File: src/rtl/mdio_pkg.sv
package mdio_pkg;

    // Frame geometry (bit index counted from the first preamble bit)
    localparam int FRAME_BITS = 64;
    localparam int HDR_FIRST  = 32;
    localparam int TA_FIRST   = 46;
    localparam int DATA_FIRST = 48;
    localparam int LAST_BIT   = FRAME_BITS - 1;
    localparam int IDX_W      = $clog2(FRAME_BITS);

    localparam int ADDR_W = 5;
    localparam int WORD_W = 16;

    // Control word positions
    localparam int CTL_DONE  = 15;
    localparam int CTL_WRITE = 14;
    localparam int CTL_PHY_LO = 8;
    localparam int CTL_REG_LO = 0;

    typedef enum logic [2:0] {
        ST_IDLE,
        ST_PRE,
        ST_HDR,
        ST_TA,
        ST_DATA,
        ST_FINISH
    } mdio_state_t;

    typedef struct packed {
        logic              wr;
        logic [ADDR_W-1:0] phy;
        logic [ADDR_W-1:0] regad;
    } mdio_cmd_t;

endpackage

File: src/rtl/mdc_divider.sv
module mdc_divider #(
    parameter int DIV = 100
) (
    input  logic clk,
    input  logic rst_n,
    input  logic run,
    output logic mdc,
    output logic rise_en,
    output logic fall_en
);
    localparam int HALF = DIV / 2;
    localparam int CW   = (HALF > 1) ? $clog2(HALF) : 1;

    logic [CW-1:0] cnt_q;
    logic          mdc_q;
    logic          tick;

    assign tick    = run && (cnt_q == CW'(HALF - 1));
    assign rise_en = tick && !mdc_q;
    assign fall_en = tick && mdc_q;
    assign mdc     = mdc_q;

    always_ff @(posedge clk) begin
        if (!rst_n || !run) begin
            cnt_q <= '0;
            mdc_q <= 1'b0;
        end else if (tick) begin
            cnt_q <= '0;
            mdc_q <= ~mdc_q;
        end else begin
            cnt_q <= cnt_q + 1'b1;
        end
    end
endmodule

File: src/rtl/mdio_frame_seq.sv
module mdio_frame_seq
    import mdio_pkg::*;
(
    input  logic              clk,
    input  logic              rst_n,
    input  logic              start,
    input  mdio_cmd_t         cmd,
    input  logic [WORD_W-1:0] wdata,
    input  logic              rise_en,
    input  logic              fall_en,
    input  logic              mdio_i,
    output logic              busy,
    output logic              clk_run,
    output logic              done_pulse,
    output logic [WORD_W-1:0] rdata,
    output logic              mdio_o,
    output logic              mdio_oe
);
    mdio_state_t       state_q;
    logic [IDX_W-1:0]  bit_q;
    mdio_cmd_t         cmd_q;
    logic [WORD_W-1:0] wdat_q;
    logic [WORD_W-1:0] rsh_q;

    logic [13:0]      hdr_bits;
    logic [IDX_W-1:0] hdr_pos;
    logic [3:0]       dat_pos;

    assign hdr_bits = {2'b01, (cmd_q.wr ? 2'b01 : 2'b10), cmd_q.phy, cmd_q.regad};
    assign hdr_pos  = IDX_W'(TA_FIRST - 1) - bit_q;
    assign dat_pos  = 4'd15 - bit_q[3:0];

    // State register process
    always_ff @(posedge clk) begin
        if (!rst_n) begin
            state_q <= ST_IDLE;
            bit_q   <= '0;
            cmd_q   <= '0;
            wdat_q  <= '0;
            rsh_q   <= '0;
        end else begin
            unique case (state_q)
                ST_IDLE: begin
                    if (start) begin
                        state_q <= ST_PRE;
                        bit_q   <= '0;
                        cmd_q   <= cmd;
                        wdat_q  <= wdata;
                    end
                end
                ST_PRE, ST_HDR, ST_TA, ST_DATA: begin
                    if (rise_en && state_q == ST_DATA && !cmd_q.wr)
                        rsh_q <= {rsh_q[WORD_W-2:0], mdio_i};
                    if (fall_en) begin
                        if (bit_q == IDX_W'(LAST_BIT)) begin
                            state_q <= ST_FINISH;
                        end else begin
                            bit_q <= bit_q + 1'b1;
                            if (bit_q == IDX_W'(HDR_FIRST - 1))  state_q <= ST_HDR;
                            if (bit_q == IDX_W'(TA_FIRST - 1))   state_q <= ST_TA;
                            if (bit_q == IDX_W'(DATA_FIRST - 1)) state_q <= ST_DATA;
                        end
                    end
                end
                ST_FINISH: state_q <= ST_IDLE;
                default:   state_q <= ST_IDLE;
            endcase
        end
    end

    // Output process
    always_comb begin
        mdio_o     = 1'b0;
        mdio_oe    = 1'b0;
        busy       = 1'b1;
        clk_run    = 1'b1;
        done_pulse = 1'b0;
        unique case (state_q)
            ST_IDLE: begin
                busy    = 1'b0;
                clk_run = 1'b0;
            end
            ST_PRE: begin
                mdio_o  = 1'b1;
                mdio_oe = 1'b1;
            end
            ST_HDR: begin
                mdio_o  = hdr_bits[hdr_pos[3:0]];
                mdio_oe = 1'b1;
            end
            ST_TA: begin
                mdio_o  = cmd_q.wr && (bit_q == IDX_W'(TA_FIRST));
                mdio_oe = cmd_q.wr;
            end
            ST_DATA: begin
                mdio_o  = cmd_q.wr && wdat_q[dat_pos];
                mdio_oe = cmd_q.wr;
            end
            ST_FINISH: begin
                clk_run    = 1'b0;
                done_pulse = 1'b1;
            end
            default: begin
                busy    = 1'b0;
                clk_run = 1'b0;
            end
        endcase
    end

    assign rdata = rsh_q;
endmodule

File: src/rtl/mdio_host_regs.sv
module mdio_host_regs
    import mdio_pkg::*;
(
    input  logic              clk,
    input  logic              rst_n,
    input  logic              host_wr,
    input  logic              host_sel,
    input  logic [WORD_W-1:0] host_wdata,
    input  logic              seq_busy,
    input  logic              seq_done,
    input  logic [WORD_W-1:0] seq_rdata,
    output logic              start,
    output logic              xfer_busy,
    output mdio_cmd_t         cmd,
    output logic [WORD_W-1:0] dat_word,
    output logic [WORD_W-1:0] ctl_word
);
    mdio_cmd_t         cmd_q;
    logic              done_q;
    logic              start_q;
    logic [WORD_W-1:0] dat_q;
    logic              ctl_wr;

    assign xfer_busy = start_q || seq_busy;
    assign ctl_wr    = host_wr && !host_sel;

    always_ff @(posedge clk) begin
        if (!rst_n) begin
            cmd_q   <= '0;
            done_q  <= 1'b0;
            start_q <= 1'b0;
            dat_q   <= '0;
        end else begin
            start_q <= 1'b0;
            if (ctl_wr && !xfer_busy) begin
                cmd_q.wr    <= host_wdata[CTL_WRITE];
                cmd_q.phy   <= host_wdata[CTL_PHY_LO +: ADDR_W];
                cmd_q.regad <= host_wdata[CTL_REG_LO +: ADDR_W];
                done_q      <= 1'b0;
                start_q     <= 1'b1;
            end
            if (host_wr && host_sel)
                dat_q <= host_wdata;
            if (seq_done) begin
                done_q <= 1'b1;
                if (!cmd_q.wr)
                    dat_q <= seq_rdata;
            end
        end
    end

    assign start    = start_q;
    assign cmd      = cmd_q;
    assign dat_word = dat_q;
    assign ctl_word = {done_q, cmd_q.wr, 1'b0, cmd_q.phy, 3'b000, cmd_q.regad};
endmodule

File: src/rtl/mdio_master.sv
module mdio_master
    import mdio_pkg::*;
#(
    parameter int DIV = 100
) (
    input  logic        clk,
    input  logic        rst_n,
    input  logic        host_wr,
    input  logic        host_sel,
    input  logic [15:0] host_wdata,
    output logic [15:0] host_rdata,
    output logic        mdc,
    output logic        mdio_o,
    output logic        mdio_oe,
    input  logic        mdio_i
);
    logic              start;
    logic              xfer_busy;
    logic              seq_busy;
    logic              seq_done;
    logic              clk_run;
    logic              rise_en;
    logic              fall_en;
    mdio_cmd_t         cmd;
    logic [WORD_W-1:0] seq_rdata;
    logic [WORD_W-1:0] dat_word;
    logic [WORD_W-1:0] ctl_word;

    mdio_host_regs u_regs (
        .clk        (clk),
        .rst_n      (rst_n),
        .host_wr    (host_wr),
        .host_sel   (host_sel),
        .host_wdata (host_wdata),
        .seq_busy   (seq_busy),
        .seq_done   (seq_done),
        .seq_rdata  (seq_rdata),
        .start      (start),
        .xfer_busy  (xfer_busy),
        .cmd        (cmd),
        .dat_word   (dat_word),
        .ctl_word   (ctl_word)
    );

    mdc_divider #(.DIV(DIV)) u_div (
        .clk     (clk),
        .rst_n   (rst_n),
        .run     (clk_run),
        .mdc     (mdc),
        .rise_en (rise_en),
        .fall_en (fall_en)
    );

    mdio_frame_seq u_seq (
        .clk        (clk),
        .rst_n      (rst_n),
        .start      (start),
        .cmd        (cmd),
        .wdata      (dat_word),
        .rise_en    (rise_en),
        .fall_en    (fall_en),
        .mdio_i     (mdio_i),
        .busy       (seq_busy),
        .clk_run    (clk_run),
        .done_pulse (seq_done),
        .rdata      (seq_rdata),
        .mdio_o     (mdio_o),
        .mdio_oe    (mdio_oe)
    );

    assign host_rdata = host_sel ? dat_word : ctl_word;
endmodule

File: config.mk
export PLATFORM = sky130hd
export DESIGN_NAME = mdio_master
export DESIGN_NICKNAME = d
export VERILOG_FILES = /design/src/rtl/mdio_pkg.sv /design/src/rtl/mdc_divider.sv /design/src/rtl/mdio_frame_seq.sv /design/src/rtl/mdio_host_regs.sv /design/src/rtl/mdio_master.sv
export SDC_FILE = /design/constraint.sdc
export NUM_CORES = 1
export LEC_CHECK = 0
export BUFFER_PORTS_ARGS = -buffer_cell sky130_fd_sc_hd__buf_2
export CAP_MARGIN = 10
export CORE_MARGIN = 2
export CORE_UTILIZATION = 58
export CTS_CLUSTER_SIZE = 16
export DETAILED_ROUTE_END_ITERATION = 16
export HOLD_SLACK_MARGIN = 0.12
export PLACE_DENSITY = 0.8
export SLEW_MARGIN = 15
export SYNTH_ARGS = -nofsm -noshare
export SYNTH_HDL_FRONTEND = slang
export SYNTH_SLANG_ARGS = --single-unit
File: constraint.sdc
create_clock -name clk -period 3.05 [get_ports clk]
set_input_delay 0.4575 -clock clk [delete_from_list [all_inputs] [get_ports clk]]
set_output_delay 0.4575 -clock clk [all_outputs]
set_load 0.005 [all_outputs]
==> results.toml, run 1 <==
[place]
io_buffers = 39
routabilityCongestion = 0.908
pre_cts_ws_ps = 467
dp_hpwl_um = 6120

[grt]
track_usage_pct = 25.5
grt_pass1_vias = 3278
busiest_layer = "met2"
grt_use_met3_pct = 7.54
grt_max_degree = 46
gr-total-overflow = 0
grt_use_met1_pct = 33.6
antenna_found_initial = 0
grt_pass1_wl_um = 15400
use_met2_pct = 41.0

[sta]
fin_crit_sh_pct = 91.3
hold_violations = 0
clock.fmax_mhz = 359
post-route-min-period_ps = 2790
clock_skew_ps = 11.0
relSlewSlack_pct = 49.8
maxSlewViolCount = 0
worstMarginPinSlew_ps = 752
finalSetupTns_ps = 0
setup-violations-final = 0
rsz0062_at_grt = "no"
finalWorstSetupSlack_ps = 264

[yosys]
yosysSeqAreaShare_pct = 43.4
yosys.area.top_type = "dfxtp_1"
synth_area_leaders = "dfxtp_1 43%, nand2_1 7.9%, mux2i_1 7.6%"
async_flop_share_pct = 0
synth-edff-count = 0
syn_area_sq_um = 4060
syn_avg_cell_area_sq_um = 8.63
ys_types = 54
ys_warn_count = 0
post-synth-top-count-cell = "dfxtp_1"
synth.top_cell.area_share_pct = 43.4
syn-num-nets = 498
ys_ff_latch = 88
syn_inst = 470
synthFlopType = "dfxtp_1"
netlist_top_cells_count = "88 x dfxtp_1, 85 x nand2_1, 60 x nor2_1"

[worst_setup_path]
endpoint_kind = "output pin"
cp-start-kind = "flip-flop"
max_stage_delay_ps = 500
crit_start = "u_seq.bit_q[1]"
required_ps = 2590
crit_chain = "ha_1 -> or3_1 -> o21ai_1 -> nor2_1 -> or4_1 -> buf_2"
r2r-start = "u_seq.state_q[1]"
crit_type = "flip-flop to output pin"
cp.arrival_ps = 2330
critPathSlowestCell = "dfxtp_2"
crit_path_max_fanout = 14

[power]
vdd_ir_drop_max_v = 0.000364
total_power_uw = 2180
p_leak_uw = 0.00168
p_per_area_nw_per_um2 = 484

[cells_and_area]
area_growth_pct = 10.8
fin_nets = 521
multi_input_area_sq_um = 2120
drive_above_1_share_pct = 18.3
n_antenna_cell = 0
num-fill-cells = 572
register_area_sq_um = 1760

[floorplan]
fp.dieArea_sq_um = 7680
die_w_um = 87.6
start_util_pct = 59.7
core_sq_um = 6790
row_count = 30
die_h_um = 87.6
io_pins = 40

[drt]
drc = 0
vias = 3386
drt-initial-drc-count = 184
vias_per_cell = 5.70
wire_per_inst_um = 15.1
drt_first_pass_iters = 4
ant_nets = 0
routed_wl_um = 8950

[clock_network]
path_clk_slew_ps = 90
htreeDepth = 3
clockBufferDepth = 2
postCtsHoldBufs = 0
cts_made_buffers = 9
cts_tree = "done"
cts.sinks = 88
cts_setup_buffers = 0
clk_latency_ps = 360
cts-root-buf = "clkbuf_8"

[worst_hold_path]
hold_path.class = "input port to flip-flop"
min_from = "mdio_i"

[run]
maxCapViolCount = 0

[status]
status = "finished, final reports clean"
## power breakdown
part / internal [uW] / switching (uW) / total, uW
clock network: 411 / 431 / 842
logic: 60.0 / 83.3 / 143
registers: 1170 / 20.6 / 1190
total: 1640 / 535 / 2180
## critical path, delay by kind of cell, from the launching register on
kind	cells	cell delay (ps)
simple gates	3	910
compound gates	1	80
buf+inv	1	140
fa+ha+maj	1	340
flops	1	500
## layer usage
metal	part of all wire, %	routed length (um)
met5	0	0
met4	1.2	108
met3	5.5	493
met2	50	4450
met1	44	3900
## area by class of cell
type                       instances  share of cell area [%]
multi-input combinational        341                    47.2
sequential                        88                    39.2
timing repair buffer              47                    5.68
clock buffer                      10                    3.06
tap                               96                    2.67
clock inverter                     6                    1.61
inverter                           6                   0.501
## cell usage in the layout, fill, tap and decap left out, types with 7 or more instances in the layout
master	instances
nand2_1	85
clkbuf_8	10
mux2i_1	31
dfxtp_1	86
a311oi_1	17
a21oi_1	35
mux2_2	12
buf_2	39
nand3_1	24
nor2_1	60
buf_4	8
ha_1	7
## cells by family after synthesis
logic type / share of synthesized area [%]
mux: 13.5
compound gates: 11.0
xor+xnor: 1.51
fa+ha+maj: 2.16
simple gates: 24.0
flops: 43.4
buf+inv: 4.44
## stage by stage
stage	cell area, sq um	utilization, %	hold slack (ps)	std cells
finish	4500	66.2	326	594
global route	4500	66.2	349	594
CTS	4490	66.2	315	594
detailed placement	4280	63.1	448	578
global placement	4280	63.1	447	578
floorplan	4060	-	430	470
## what timing repair did
action | CTS | global route
endpoints found under the setup margin | 0 | 1
gates resized for setup | 0 | 2
endpoints found under the hold margin | 0 | 0
## state kept, by name (all words and copies together) (netlist names)
| name | count |
|---|---|
| u_div.cnt_q | 6 |
| u_div.mdc | 1 |
| u_regs.cmd | 11 |
| u_regs.dat_word | 16 |
| u_regs.done_q | 1 |
| u_regs.start | 1 |
| u_seq.bit_q | 6 |
| u_seq.cmd_q | 11 |
| u_seq.rdata | 16 |
| u_seq.state_q | 3 |
| u_seq.wdat_q | 16 |
## path summary, 6_finish.rpt
path | to | slack (ps) | cells past startpoint
min reg2reg | u_seq.cmd_q[6] | 460 | 2
max | mdio_o | 260 | 6
min | u_seq.rdata[0] | 330 | 3
max reg2reg | u_seq.bit_q[2] | 880 | 5
No activity file was read; power rests on OpenSTA's default activity.
==> inputs of run 2 (changes only) <==
- CELL_PAD_IN_SITES_DETAIL_PLACEMENT: unset -> 1
- CELL_PAD_IN_SITES_GLOBAL_PLACEMENT: unset -> 1
- CORE_UTILIZATION: 58 -> 44
- PLACE_DENSITY: 0.8 -> 0.86
==> results.toml, run 2 (synthesized netlist as in run 1, its figures left out) <==
[sta]
relSlewSlack_pct = 35.6
finalWorstSetupSlack_ps = 181
finalSetupTns_ps = 0
rsz0062_at_grt = "no"
fin_crit_sh_pct = 94.1
setup-violations-final = 0
hold_violations = 0
post-route-min-period_ps = 2870
clock_skew_ps = 10.3
clock.fmax_mhz = 349
worstMarginPinSlew_ps = 965
maxSlewViolCount = 0
fin_hold_ws_ps = 353

[place]
routabilityCongestion = 0.859
pre_cts_ws_ps = 383
dp_hpwl_um = 7620
io_buffers = 39
dpl_cell_area_sq_um = 4300

[drt]
drt-initial-drc-count = 164
vias_per_cell = 5.76
wire_per_inst_um = 18.4
routed_wl_um = 11200
vias = 3488
ant_nets = 0
drt_first_pass_iters = 4
drc = 0

[clock_network]
clockBufferDepth = 2
clk_latency_ps = 360
cts_made_buffers = 9
cts-root-buf = "clkbuf_8"
cts_tree = "done"
htreeDepth = 3
path_clk_slew_ps = 90
cts.sinks = 88
cts_setup_buffers = 0

[power]
intPower_uw = 1770
seqPwrFrac_pct = 51.6
comb_power_share_pct = 6.6
p_clk_share_pct = 41.9
p_leak_uw = 0.00168
p_sw_uw = 538
swShare_pct = 23.3
total_power_uw = 2310
p_per_area_nw_per_um2 = 509
vdd_ir_drop_max_v = 0.000204

[cells_and_area]
final_cell_area_sq_um = 4540
fin_nets = 519
n_antenna_cell = 0
most-common-layout-cells = "86 x dfxtp_1, 85 x nand2_1, 60 x nor2_1, 39 x buf_2, 35 x a21oi_1"
drive_above_1_share_pct = 17.6
area_growth_pct = 11.8
layout_commonest_cell = "dfxtp_1"

[grt]
track_usage_pct = 23.4
grt_max_degree = 39
gr-total-overflow = 0
antenna_found_initial = 0
grt_pass1_vias = 3744
grt_pass1_wl_um = 18600

[worst_setup_path]
cp-start-kind = "flip-flop"
path_buf_inv = 1
cp_top_family = "simple AND/OR/NAND/NOR gates"
endpoint_kind = "output pin"
critPathSlowestCell = "or4_1"
crit_path_max_fanout = 14
crit_chain = "ha_1 -> or3_1 -> o21ai_1 -> nor2_1 -> or4_1 -> buf_2"
max_stage_delay_ps = 530
required_ps = 2590
crit_type = "flip-flop to output pin"
cp.arrival_ps = 2410

[floorplan]
die_w_um = 100
row_count = 35
die_h_um = 100
start_util_pct = 44.5
core_sq_um = 9110
io_pins = 40
fp.dieArea_sq_um = 10000

[worst_hold_path]
hold_path.class = "input port to flip-flop"

[run]
maxCapViolCount = 0

[status]
status = "finished, final reports clean"
[run 2: changes by cell type in the layout (fill, tap and decap cells not counted), sizes merged]
cell	previous run	this run
inv	9	6
buf	47	45
bufinv	1	3
[run 2: worst register-to-register path, delay by kind of cell (launching register included)]
family                 cells  cell delay (ps)
and+or+nand+nor            3              840
DFF                        1              650
buffers and inverters      1              320
AOI/OAI and AO/OA          1              280
[run 2: final cells by class]
class | instances | area [sq um]
clock buffers | 10 | 128
flip-flops and latches | 88 | 1760
repair buffers | 45 | 253
fillers | 1089 | 4570
well taps | 111 | 139
clock inverters | 5 | 106
inverters | 6 | 22.5
multi-input cells | 341 | 2120
[run 2: final timing paths]
kind / slack, ps / cells past startpoint / startpoint / endpoint
worst max-delay path: 180 / 6 / u_seq.bit_q[1] / mdio_o
worst min-delay path: 350 / 3 / mdio_i / u_seq.rdata[0]
worst max register to register: 850 / 5 / u_seq.state_q[1] / u_regs.dat_word[6]
worst min register to register: 460 / 2 / u_seq.cmd_q[5] / u_seq.cmd_q[5]
[run 2: repair_timing]
item                                    in CTS  in global routing
endpoints found under the setup margin       1                  1
hold buffers                                 0                  0
hold endpoints to repair                     0                  0
gates resized for setup                      1                  1
cloned                                       0                  0
[run 2: through the flow]
stage	utilization [%]	instances
after detailed placement	47.2	591
after global routing	49.8	606
after CTS	49.8	606
final	49.8	606
after floorplan	-	470
after global placement	47.2	591
[run 2: layer usage]
layer / GRT usage, % / routed length (um) / vias up
li1: - / - / 1664
met1: 27.6 / 4830 / 1731
met2: 42.1 / 5710 / 68
met3: 4.39 / 375 / 25
met4: 8.85 / 268 / 0
met5: 0 / 0 / -
[run 2: power by group through the flow]
stage | Combinational (uW) | Sequential, uW | Clock (uW)
after floorplan | 101 | 1210 | 0
final | 152 | 1190 | 967
after detailed placement | 151 | 1220 | 0
after CTS | 153 | 1190 | 971
after global routing | 167 | 1200 | 1020
after global placement | 143 | 1220 | 0
